### config.mk
export PLATFORM = sky130hd
export DESIGN_NAME = mdio_c45_master
export DESIGN_NICKNAME = d
export VERILOG_FILES = /design/src/rtl/mdio_c45_pkg.sv /design/src/rtl/mdio_c45_clkgen.sv /design/src/rtl/mdio_c45_engine.sv /design/src/rtl/mdio_c45_regs.sv /design/src/rtl/mdio_c45_master.sv
export SDC_FILE = /design/constraint.sdc
export NUM_CORES = 1
export LEC_CHECK = 0
export ABC_AREA = 1
export BUFFER_PORTS_ARGS = -buffer_cell sky130_fd_sc_hd__buf_2
export CAP_MARGIN = 20
export CORE_ASPECT_RATIO = 1.5
export CORE_MARGIN = 4
export CORE_UTILIZATION = 50
export CTS_BUF_LIST = sky130_fd_sc_hd__clkbuf_16
export DETAILED_ROUTE_END_ITERATION = 12
export HOLD_SLACK_MARGIN = 0.06
export PLACE_DENSITY = 0.65
export SETUP_SLACK_MARGIN = 0.2
export SYNTH_ARGS = -nofsm -noshare
export SYNTH_HDL_FRONTEND = slang
export SYNTH_HIERARCHICAL = 1
export SYNTH_SLANG_ARGS = --single-unit
### constraint.sdc
create_clock -name clk -period 3.35 [get_ports clk]
set_clock_uncertainty 0.15 [all_clocks]
set_input_delay 0 -clock clk [delete_from_list [all_inputs] [get_ports clk]]
set_output_delay 0 -clock clk [all_outputs]
set_load 0.05 [all_outputs]
### src/rtl/mdio_c45_pkg.sv
package mdio_c45_pkg;

    // Frame geometry (bit indices counted from the first preamble bit)
    localparam int FRAME_BITS = 64;
    localparam int PRE_BITS   = 32;
    localparam int TA1_BIT    = 46;   // first turnaround bit
    localparam int TA2_BIT    = 47;   // second turnaround bit, PHY drives 0
    localparam int DATA_BIT   = 48;   // first data bit
    localparam int LAST_BIT   = FRAME_BITS - 1;

    // Clause 45 opcodes
    typedef enum logic [1:0] {
        OP_ADDR  = 2'b00,
        OP_WRITE = 2'b01,
        OP_READ  = 2'b11
    } c45_op_e;

    // Host register offsets
    localparam logic [1:0] OFS_CMD  = 2'd0;
    localparam logic [1:0] OFS_ADDR = 2'd1;
    localparam logic [1:0] OFS_DATA = 2'd2;
    localparam logic [1:0] OFS_STAT = 2'd3;

    // Bit positions inside host registers
    localparam int CMD_READ_BIT = 15;
    localparam int STAT_BUSY    = 0;
    localparam int STAT_ERR     = 1;
    localparam int STAT_CFG_EN  = 6;
    localparam int STAT_DIV_LSB = 7;

endpackage

### src/rtl/mdio_c45_clkgen.sv
// Management clock generator: runs only while a frame is active and
// flags the cycle in which MDC rises or falls.
module mdio_c45_clkgen #(
    parameter int DIV_W = 9
) (
    input  logic             clk,
    input  logic             rst_n,
    input  logic             run,
    input  logic [DIV_W-1:0] half_cnt,
    output logic             mdc,
    output logic             rise_stb,
    output logic             fall_stb
);
    localparam int CW = DIV_W + 1;

    typedef struct packed {
        logic [DIV_W-1:0] cnt;
        logic             mdc;
    } ck_s;

    ck_s ck_d, ck_q;
    logic tick;

    always_comb begin
        ck_d = ck_q;
        tick = run && ((CW'(ck_q.cnt) + CW'(1)) >= CW'(half_cnt));
        rise_stb = tick && !ck_q.mdc;
        fall_stb = tick &&  ck_q.mdc;
        if (!run) begin
            ck_d = '0;
        end else if (tick) begin
            ck_d.cnt = '0;
            ck_d.mdc = !ck_q.mdc;
        end else begin
            ck_d.cnt = ck_q.cnt + 1'b1;
        end
    end

    always_ff @(posedge clk or negedge rst_n) begin
        if (!rst_n) ck_q <= '0;
        else        ck_q <= ck_d;
    end

    assign mdc = ck_q.mdc;

endmodule

### src/rtl/mdio_c45_engine.sv
// Frame serializer: shifts one 64-bit Clause 45 frame out on MDIO,
// releases the line for the read turnaround and captures read data.
module mdio_c45_engine
    import mdio_c45_pkg::*;
(
    input  logic        clk,
    input  logic        rst_n,
    input  logic        start,
    input  logic [1:0]  op,
    input  logic [4:0]  prtad,
    input  logic [4:0]  devad,
    input  logic [15:0] payload,
    input  logic        rise_stb,
    input  logic        fall_stb,
    input  logic        mdio_i,
    output logic        busy,
    output logic        mdio_o,
    output logic        mdio_oe,
    output logic        done,
    output logic        done_read,
    output logic        rd_fail,
    output logic [15:0] rd_cap
);
    typedef struct packed {
        logic                  busy;
        logic                  is_read;
        logic [5:0]            idx;
        logic [FRAME_BITS-1:0] shreg;
        logic [15:0]           cap;
        logic                  ta_bad;
        logic                  done;
    } eng_s;

    eng_s en_d, en_q;

    always_comb begin
        en_d      = en_q;
        en_d.done = 1'b0;
        if (start && !en_q.busy) begin
            en_d.busy    = 1'b1;
            en_d.is_read = (op == OP_READ);
            en_d.idx     = '0;
            en_d.shreg   = {{PRE_BITS{1'b1}}, 2'b00, op, prtad, devad, 2'b10, payload};
            en_d.cap     = '0;
            en_d.ta_bad  = 1'b0;
        end else if (en_q.busy) begin
            // sample on the MDC rising edge
            if (rise_stb && en_q.is_read) begin
                if (en_q.idx == 6'(TA2_BIT))
                    en_d.ta_bad = mdio_i;
                if (en_q.idx >= 6'(DATA_BIT))
                    en_d.cap = {en_q.cap[14:0], mdio_i};
            end
            // advance on the MDC falling edge
            if (fall_stb) begin
                if (en_q.idx == 6'(LAST_BIT)) begin
                    en_d.busy = 1'b0;
                    en_d.done = 1'b1;
                end else begin
                    en_d.idx   = en_q.idx + 1'b1;
                    en_d.shreg = {en_q.shreg[FRAME_BITS-2:0], 1'b0};
                end
            end
        end
    end

    always_ff @(posedge clk or negedge rst_n) begin
        if (!rst_n) en_q <= '0;
        else        en_q <= en_d;
    end

    assign busy      = en_q.busy;
    assign mdio_o    = en_q.busy ? en_q.shreg[FRAME_BITS-1] : 1'b1;
    assign mdio_oe   = en_q.busy && !(en_q.is_read && (en_q.idx >= 6'(TA1_BIT)));
    assign done      = en_q.done;
    assign done_read = en_q.done && en_q.is_read;
    assign rd_fail   = en_q.ta_bad;
    assign rd_cap    = en_q.cap;

endmodule

### src/rtl/mdio_c45_regs.sv
// Host register file: decodes writes into frame launches, holds the
// target fields, the data word, the error flag and the MDC half-period.
module mdio_c45_regs
    import mdio_c45_pkg::*;
#(
    parameter int              DIV_W     = 9,
    parameter logic [DIV_W-1:0] DIV_RESET = 2
) (
    input  logic             clk,
    input  logic             rst_n,
    input  logic             wr_en,
    input  logic [1:0]       wr_addr,
    input  logic [31:0]      wr_data,
    input  logic [1:0]       rd_addr,
    output logic [31:0]      rd_data,
    input  logic             busy,
    input  logic             done_read,
    input  logic             rd_fail,
    input  logic [15:0]      rd_cap,
    output logic             start,
    output logic [1:0]       op,
    output logic [4:0]       prtad,
    output logic [4:0]       devad,
    output logic [15:0]      payload,
    output logic [DIV_W-1:0] half_cnt,
    output logic             err
);
    typedef struct packed {
        logic [4:0]       prt;
        logic [4:0]       dev;
        logic [15:0]      addr;
        logic [31:0]      data;
        logic [DIV_W-1:0] div;
        logic             err;
    } reg_s;

    reg_s rg_d, rg_q;
    logic             accept;
    logic [DIV_W-1:0] div_field;
    logic [31:0]      stat_word;

    always_comb begin
        rg_d      = rg_q;
        accept    = wr_en && !busy;
        start     = 1'b0;
        op        = OP_ADDR;
        prtad     = rg_q.prt;
        devad     = rg_q.dev;
        payload   = rg_q.addr;
        div_field = wr_data[STAT_DIV_LSB +: DIV_W];

        if (accept) begin
            case (wr_addr)
                OFS_CMD: begin
                    rg_d.dev = wr_data[4:0];
                    rg_d.prt = wr_data[9:5];
                    if (wr_data[CMD_READ_BIT]) begin
                        start = 1'b1;
                        op    = OP_READ;
                        devad = wr_data[4:0];
                        prtad = wr_data[9:5];
                    end
                end
                OFS_ADDR: begin
                    rg_d.addr = wr_data[15:0];
                    start     = 1'b1;
                    op        = OP_ADDR;
                    payload   = wr_data[15:0];
                end
                OFS_DATA: begin
                    rg_d.data = wr_data;
                    start     = 1'b1;
                    op        = OP_WRITE;
                    payload   = wr_data[15:0];
                end
                default: begin
                    if (wr_data[STAT_CFG_EN])
                        rg_d.div = (div_field == '0) ? DIV_W'(1) : div_field;
                end
            endcase
        end

        if (start)
            rg_d.err = 1'b0;

        // completion of a read frame
        if (done_read) begin
            rg_d.err = rd_fail;
            if (!rd_fail)
                rg_d.data = {16'h0000, rd_cap};
        end
    end

    always_ff @(posedge clk or negedge rst_n) begin
        if (!rst_n) begin
            rg_q     <= '0;
            rg_q.div <= DIV_RESET;
        end else begin
            rg_q <= rg_d;
        end
    end

    always_comb begin
        stat_word                            = '0;
        stat_word[STAT_BUSY]                 = busy;
        stat_word[STAT_ERR]                  = rg_q.err;
        stat_word[STAT_DIV_LSB +: DIV_W]     = rg_q.div;
        case (rd_addr)
            OFS_CMD:  rd_data = {22'h0, rg_q.prt, rg_q.dev};
            OFS_ADDR: rd_data = {16'h0, rg_q.addr};
            OFS_DATA: rd_data = rg_q.data;
            default:  rd_data = stat_word;
        endcase
    end

    assign half_cnt = rg_q.div;
    assign err      = rg_q.err;

endmodule

### src/rtl/mdio_c45_master.sv
module mdio_c45_master
    import mdio_c45_pkg::*;
#(
    parameter int               DIV_W     = 9,
    parameter logic [DIV_W-1:0] DIV_RESET = 2
) (
    input  logic        clk,
    input  logic        rst_n,
    input  logic        host_wr,
    input  logic [1:0]  host_waddr,
    input  logic [31:0] host_wdata,
    input  logic [1:0]  host_raddr,
    output logic [31:0] host_rdata,
    output logic        mdc,
    output logic        mdio_o,
    output logic        mdio_oe,
    input  logic        mdio_i
);
    logic             busy;
    logic             start;
    logic             done;
    logic             done_read;
    logic             rd_fail;
    logic [15:0]      rd_cap;
    logic [1:0]       op;
    logic [4:0]       prtad;
    logic [4:0]       devad;
    logic [15:0]      payload;
    logic [DIV_W-1:0] half_cnt;
    logic             err;
    logic             rise_stb;
    logic             fall_stb;

    mdio_c45_regs #(.DIV_W(DIV_W), .DIV_RESET(DIV_RESET)) u_regs (
        .clk       (clk),
        .rst_n     (rst_n),
        .wr_en     (host_wr),
        .wr_addr   (host_waddr),
        .wr_data   (host_wdata),
        .rd_addr   (host_raddr),
        .rd_data   (host_rdata),
        .busy      (busy),
        .done_read (done_read),
        .rd_fail   (rd_fail),
        .rd_cap    (rd_cap),
        .start     (start),
        .op        (op),
        .prtad     (prtad),
        .devad     (devad),
        .payload   (payload),
        .half_cnt  (half_cnt),
        .err       (err)
    );

    mdio_c45_clkgen #(.DIV_W(DIV_W)) u_clkgen (
        .clk      (clk),
        .rst_n    (rst_n),
        .run      (busy),
        .half_cnt (half_cnt),
        .mdc      (mdc),
        .rise_stb (rise_stb),
        .fall_stb (fall_stb)
    );

    mdio_c45_engine u_engine (
        .clk       (clk),
        .rst_n     (rst_n),
        .start     (start),
        .op        (op),
        .prtad     (prtad),
        .devad     (devad),
        .payload   (payload),
        .rise_stb  (rise_stb),
        .fall_stb  (fall_stb),
        .mdio_i    (mdio_i),
        .busy      (busy),
        .mdio_o    (mdio_o),
        .mdio_oe   (mdio_oe),
        .done      (done),
        .done_read (done_read),
        .rd_fail   (rd_fail),
        .rd_cap    (rd_cap)
    );

endmodule

Yosys cells after proc, flatten, opt, wreduce, memory -nomap -nowiden

Cells that the tools add are included.

Order comparisons: 3
$add $sub $neg: 3
Equality and inequality tests: 9
Reduce and logical (&&, ||, !) cells: 29
Bitwise logic cells: 1
Multiplexer cells: 42

Operators with widths:

| kind                                                             | number |
|---|---|
| 70-bit two-way mux                                               | 2 |
| 32-bit two-way mux                                               | 3 |
| 32-bit one-hot mux with 3 select lines                           | 1 |
| 88-bit two-way mux                                               | 1 |
| 87-bit two-way mux                                               | 1 |
| 16-bit two-way mux                                               | 3 |
| 41-bit two-way mux                                               | 1 |
| 9-bit two-way mux                                                | 4 |
| 5-bit two-way mux                                                | 6 |
| 17-bit two-way mux                                               | 1 |
| 1-bit two-way mux                                                | 14 |
| 6-bit == test (second input constant)                            | 2 |
| 6-bit greater-or-equal comparator (second input constant)        | 2 |
| 3-bit AND reduction                                              | 4 |
| 2-bit nonzero test                                               | 6 |
| 9-bit by 1-bit adder with 10-bit output (second input constant)  | 1 |
| 10-bit by 9-bit greater-or-equal comparator with 1-bit output    | 1 |
| 10-bit two-way mux                                               | 1 |
| 9-bit by 1-bit adder with 9-bit output (second input constant)   | 1 |
| 1-bit logical AND                                                | 9 |
| 9-bit logical NOT                                                | 1 |
| 6-bit by 1-bit adder with 6-bit output (second input constant)   | 1 |
| 2-bit == test (second input constant)                            | 3 |
| 2-bit by 1-bit == test with 1-bit output (second input constant) | 2 |
| other kinds (11)                                                 | 16 |

Input bits: 40
Output and inout port bits: 35
Word-level logic and storage cells: 102
Bits in registers: 168

Longest topological paths before layout

Depth in word-level cells: 8
Gate-level depth with buffers: 23
Gate-level depth less buffers: 22

Modules after synthesis

The synthesis kept the hierarchy.

By module, submodules not included:

| module          | area an instance (um2) | times used | sequential area each (um2) | cells each |
|---|---|---|---|---|
| mdio_c45_engine | 4,292.9                | 1          | 2,252.2                    | 496 |
| mdio_c45_regs   | 3,821.2                | 1          | 1,702.9                    | 518 |
| mdio_c45_clkgen | 827.0                  | 1          | 250.2                      | 107 |

Worst setup path before layout

Ideal clock, no wire load.

Path kind: register to register
From: reg u_clkgen/ck_q[1] in the netlist's numbering
To: reg u_engine/en_q[74] in the netlist's numbering
Setup slack: 0.600 ns
Arrival: 2.483 ns
Path buffers: 1
Data required time: 3.083 ns
Cell stages (with the launch flop): 23
Setup time: 0.117 ns
Clock period less this slack: 2.750 ns
Cell sequence: dfrtp_1 ha_1 nand2_1 inv_2 a21o_2 nand2_1 inv_1 ha_1 nand2_1 inv_1 a21oi_1 nand2_1 nand2_2 nand2_2 nand2_1 nor2_1 nand2_1 inv_1 nand2_4 nand2_4 buf_6 nor2_2 nor2_1

Longest elaborated chain between the ends: 6

RTL lines:

| what                                                          | line                  | text |
|---|---|---|
| start, declared                                               | mdio_c45_clkgen.sv:21 | `ck_s ck_d, ck_q;` |
| start signal, assigned                                        | mdio_c45_clkgen.sv:41 | `else ck_q <= ck_d;` |
| 9-bit by 1-bit adder with 10-bit output                       | mdio_c45_clkgen.sv:26 | `tick = run && ((CW'(ck_q.cnt) + CW'(1)) >= CW'(half_cnt));` |
| 10-bit by 9-bit greater-or-equal comparator with 1-bit output | mdio_c45_clkgen.sv:26 |  |
| 1-bit logical AND                                             | mdio_c45_clkgen.sv:26 |  |
| 1-bit logical AND                                             | mdio_c45_clkgen.sv:28 | `fall_stb = tick && ck_q.mdc;` |
| via fall_stb                                                  | mdio_c45_master.sv:32 | `logic fall_stb;` |
| 2-bit nonzero test (no source line)                           | n/a                   |  |
| 3-bit AND reduction (no source line)                          | n/a                   |  |
| end signal, assigned                                          | mdio_c45_engine.sv:69 | `else en_q <= en_d;` |
| end, declared                                                 | mdio_c45_engine.sv:34 | `eng_s en_d, en_q;` |

The timed path passes the listed nets, and every way through them passes these cells.
A chain may end at the register's enable or synchronous reset.

Worst setup path after layout

From: reg u_clkgen/ck_q[1] in the netlist's numbering
To: reg u_engine.en_q (netlist bit u_engine/rd_cap[4])

Longest elaborated chain between the ends: 7

RTL lines:

| what                                                          | line                  | text |
|---|---|---|
| 9-bit by 1-bit adder with 10-bit output                       | mdio_c45_clkgen.sv:26 |  |
| 10-bit by 9-bit greater-or-equal comparator with 1-bit output | mdio_c45_clkgen.sv:26 |  |
| 1-bit logical AND                                             | mdio_c45_clkgen.sv:26 |  |
| 1-bit logical AND                                             | mdio_c45_clkgen.sv:27 | `rise_stb = tick && !ck_q.mdc;` |
| via rise_stb                                                  | mdio_c45_master.sv:31 | `logic rise_stb;` |
| 1-bit logical AND                                             | mdio_c45_engine.sv:48 | `if (rise_stb && en_q.is_read) begin` |
| 2-bit nonzero test (no source line)                           | n/a                   |  |
| 3-bit AND reduction (no source line)                          | n/a                   |  |

The timed path passes the listed nets, and every way through them passes these cells.

==> summary.md <==
| Metric | Value |
|---|---|
| Outcome | `complete, no violations` |
| Num rows | `59` |
| Number of antenna violations at the first check in global routing | `1` |
| DR WL/cell | `15.62 um` |
| Die area | `0.02013 mm^2` |
| Met2 Track Usage GR | `38.60%` |
| Max_slew headroom | `39.67%` |
| Post-Layout Cell Count | `1444` |
| Tmin final | `about 2900 ps` |
| TNS Setup | `0 ps` |
| Crit path max-delay cell type | `dfrtp_1` |
| Post-Synthesis Cells | `1121` |
| Synthesized Nets | `1176` |
| Slew Viols, Final | `0` |
| Pint | `5.358 mW` |
| Crit end category | `register` |
| Post-Route WL | `between 20000 and 25000 um` |
| Highest clock rate | `340.7 MHz` |
| Count leader, synth | `nand2_1` |
| TritonCTS Buffers | `17` |
| Most instantiated cells after synthesis | `nand2_1 (357), dfrtp_1 (167), inv_1 (132)` |
| Worst-Margin Slew | `about 900 ps` |
| Total power divided by cell area | `830.6 mW/mm^2` |
| GR Util met3 | `roughly 3.7%` |
| Initial core utilization | `51.10%` |
| Max_cap viols | `0` |
| Worst vdd ir | `0.0004099 V` |
| First-pass GRT wire length | `35160 um` |
| Worst skew pair latency | `between 400 and 500 ps` |
| # setup viols final | `0` |
| Layout cells sized above 1 | `18.46%` |
| Post-synth ARST share | `100.0%` |
| Critical Path AT | `between 3000 and 4000 ps` |
| Hold Fails Final Rpt | `0` |
| Vias in the first global route | `~7000` |
| GRT Total Usage | `22.38%` |
| GR Overflow Total | `0` |
| Combinational share of power | `37.5%` |
| DR pass1 iterations | `5` |
| Placed cells | `1344` |
| Crit path launch | `u_clkgen/ck_q[1]` |
| IO Port Bufs | `74` |
| Area leader, netlist | `dfrtp_1` |
| Antenna Nets Post-Route | `0` |
| Sink Count | `168` |
| Synthesized cell area | `0.008941 mm^2` |
| Sw frac | `about two fifths` |
| Ports | `75` |
| Final routed DRC violation total | `0` |
| H-tree levels | `4` |
| Via density per instance | `5.141` |
| Busiest layer in global routing | `met2` |
| Netlist cell types | `36` |
| Top cells by area, synth | `dfrtp_1 (47%), nand2_1 (15%), o21ai_0 (6.1%)` |
| Via Count | `7424` |
| Largest stage delay, worst path | `410 ps` |
| Min-delay worst type | `primary input to asynchronous set/reset pin` |
| Count of flip-flops with a built-in enable after synthesis | `0` |
| Critical Path Most Common Cell | `nand2_1` |
| Die width | `117.2 um` |
| Grt met1 use | `a little over a quarter` |
| P_sw | `3.420 mW` |
| Routability-driven placement congestion ratio | `0.8654` |
| Period utilisation layout | `87.60%` |
| Crit path max fanout | `8` |
| Startpoint types | `register` |
| Crit-path leading delay family | `simple AND/OR/NAND/NOR gates` |
| Clock share of power | `23.9%` |
| Most used DFF post-synth | `dfrtp_1` |
| CTS root buffer | `clkbuf_16` |
| Synthesized flop and latch total | `168` |
| Ordered cell list for the critical path | `ha_1 -> nand2_1 -> inv_2 -> a21o_2 -> nand2_1 -> inv_1 -> ha_1 -> nand2_1 -> nor2_1 -> nand2_1 -> nand2_1 -> nand2_2 -> nand2_2 -> nand3_2 -> inv_1 -> nand2_1 -> a21oi_4 -> buf_12 -> o21ai_4 -> nand2_1 -> o21ai_0` |
| Clock Tree Buf Depth | `2` |
| Core area | `0.01750 mm^2` |
| Pin count of the biggest net entering global routing | `96` |
| DP Wirelength | `14610 um` |
| Sequential share of power | `38.6%` |
| CP required | `3510 ps` |
| DRT iter0 DRCs | `512` |
| RSZ-0062 raised after global routing | `true` |
| Avg Cell Area, Syn | `between 7 and 8 um^2` |
| Leakage | `5.304 nW` |
| Worst path bufs/invs | `4` |
| P&R area growth vs syn | `18.21%` |
| TritonCTS clock tree | `built` |
| Worst-path clk slew | `70 ps` |
| Warnings from Yosys | `6` |
| Die H | `between 150 and 200 um` |
| Final #Nets | `1272` |
| Reg2reg start | `u_clkgen/ck_q[1]` |
| Setup Crit Path Kind | `register to register` |
| Seq/Total Area, Yosys | `47.03%` |
| Top cell type's share of synthesized area | `approximately 47%` |
## flip-flops by register name, indices dropped and copies added (netlist names)
signal,cells
u_engine/done,1
u_regs/err,1
u_engine/rd_fail,1
u_clkgen/mdc,1
u_clkgen/ck_q,9
u_regs/rg_q,58
u_regs/half_cnt,9
u_engine/en_q,71
u_engine/rd_cap,16
u_engine/busy,1
## placed cells by master (no fill, tap or decap), drive strengths merged
cell type    instances
ha                  15
inv                152
dfrtp              167
diode                1
buf                100
clkbuf              20
dlygate4sd3         47
o211ai              11
and3                 1
nor2                92
nand4                3
xor2                 5
clkinv               3
dfstp                1
o2111ai              5
a31oi                1
bufinv               3
xnor2                3
o21ai              165
nand3               29
nand2              370
o22ai                5
a21o                 1
a21oi               31
## final timing paths
check                                      to  slack (ps)  cells after the start
max                        u_engine/rd_cap[4]         420                     21
min                           u_regs/rg_q[35]          60                      2
max reg2reg                u_engine/rd_cap[4]         420                     21
min reg2reg                 u_engine/en_q[61]         330                      2
max in group asynchronous    u_clkgen/ck_q[1]        2130                      3
min in group clk              u_regs/rg_q[41]         180                      4
## power by group through the flow
stage | combinational, mW | clock, mW | sequential (mW)
2_1_floorplan | 2.42 | 0 | 3.28
4_1_cts | 3.09 | 2.14 | 3.38
3_5_place_dp | 2.96 | 0 | 3.42
3_3_place_gp | 2.89 | 0 | 3.39
5_1_grt | 3.71 | 2.22 | 3.48
6_report | 3.29 | 2.10 | 3.38
## layout make-up
class                      count  area (um^2)
fill                        1567         6927
clock inverter                15        201.4
multi-input combinational    737         3726
sequential                   168         4205
antenna                        1        2.502
tap                          213        266.5
clock buffer                  17        425.4
inverter                     143        539.3
timing repair buffer         150         1202
## layer usage
layer	routed length (um)	vias to the layer above
li1	-	3670
met1	9141	3524
met2	11560	182
met3	940	48
met4	905	0
met5	0	-
## cell families (layout without fill, tap and decap cells)
logic type                 Yosys count  after routing  share of synthesized area (%)
other                                0              1                              0
and+or+nand+nor                    494            495                          23.43
buffers and inverters              220            325                          12.30
xor gates and xnor gates             8              8                         0.8677
DFF                                168            168                          47.03
AOI/OAI and AO/OA                  216            219                          14.27
adders and majority gates           15             15                          2.099
## what timing repair did
action,in CTS,in global routing
endpoints found under the setup margin,14,79
pin swaps,0,5
setup buffers,0,12
resized for setup,1,18
hold endpoints to repair,174,0
gates cloned,0,8
hold buffers,47,0
## stage by stage
step	hold slack (ps)	utilization [%]	instance area (um^2)	power [mW]	setup WS, ps
finish	63.70	60.41	10570	8.778	415.2
global route	154.3	60.39	10570	9.415	172.7
CTS	105.3	58.66	10260	8.612	228.4
detailed placement	9.518	52.35	9159	6.380	173.0
global placement	12.72	52.35	9159	6.280	227.2
floorplan	-445.6	-	8941	5.705	600.4
## worst reg2reg max path, delay by kind of cell (launching register included)
kind	cells	cell delay [ps]
AOI/OAI and AO/OA	4	530
DFF	1	410
and+or+nand+nor	11	900
buffers and inverters	4	340
adders and majority gates	2	480
Power figures use the tool's default switching activity.
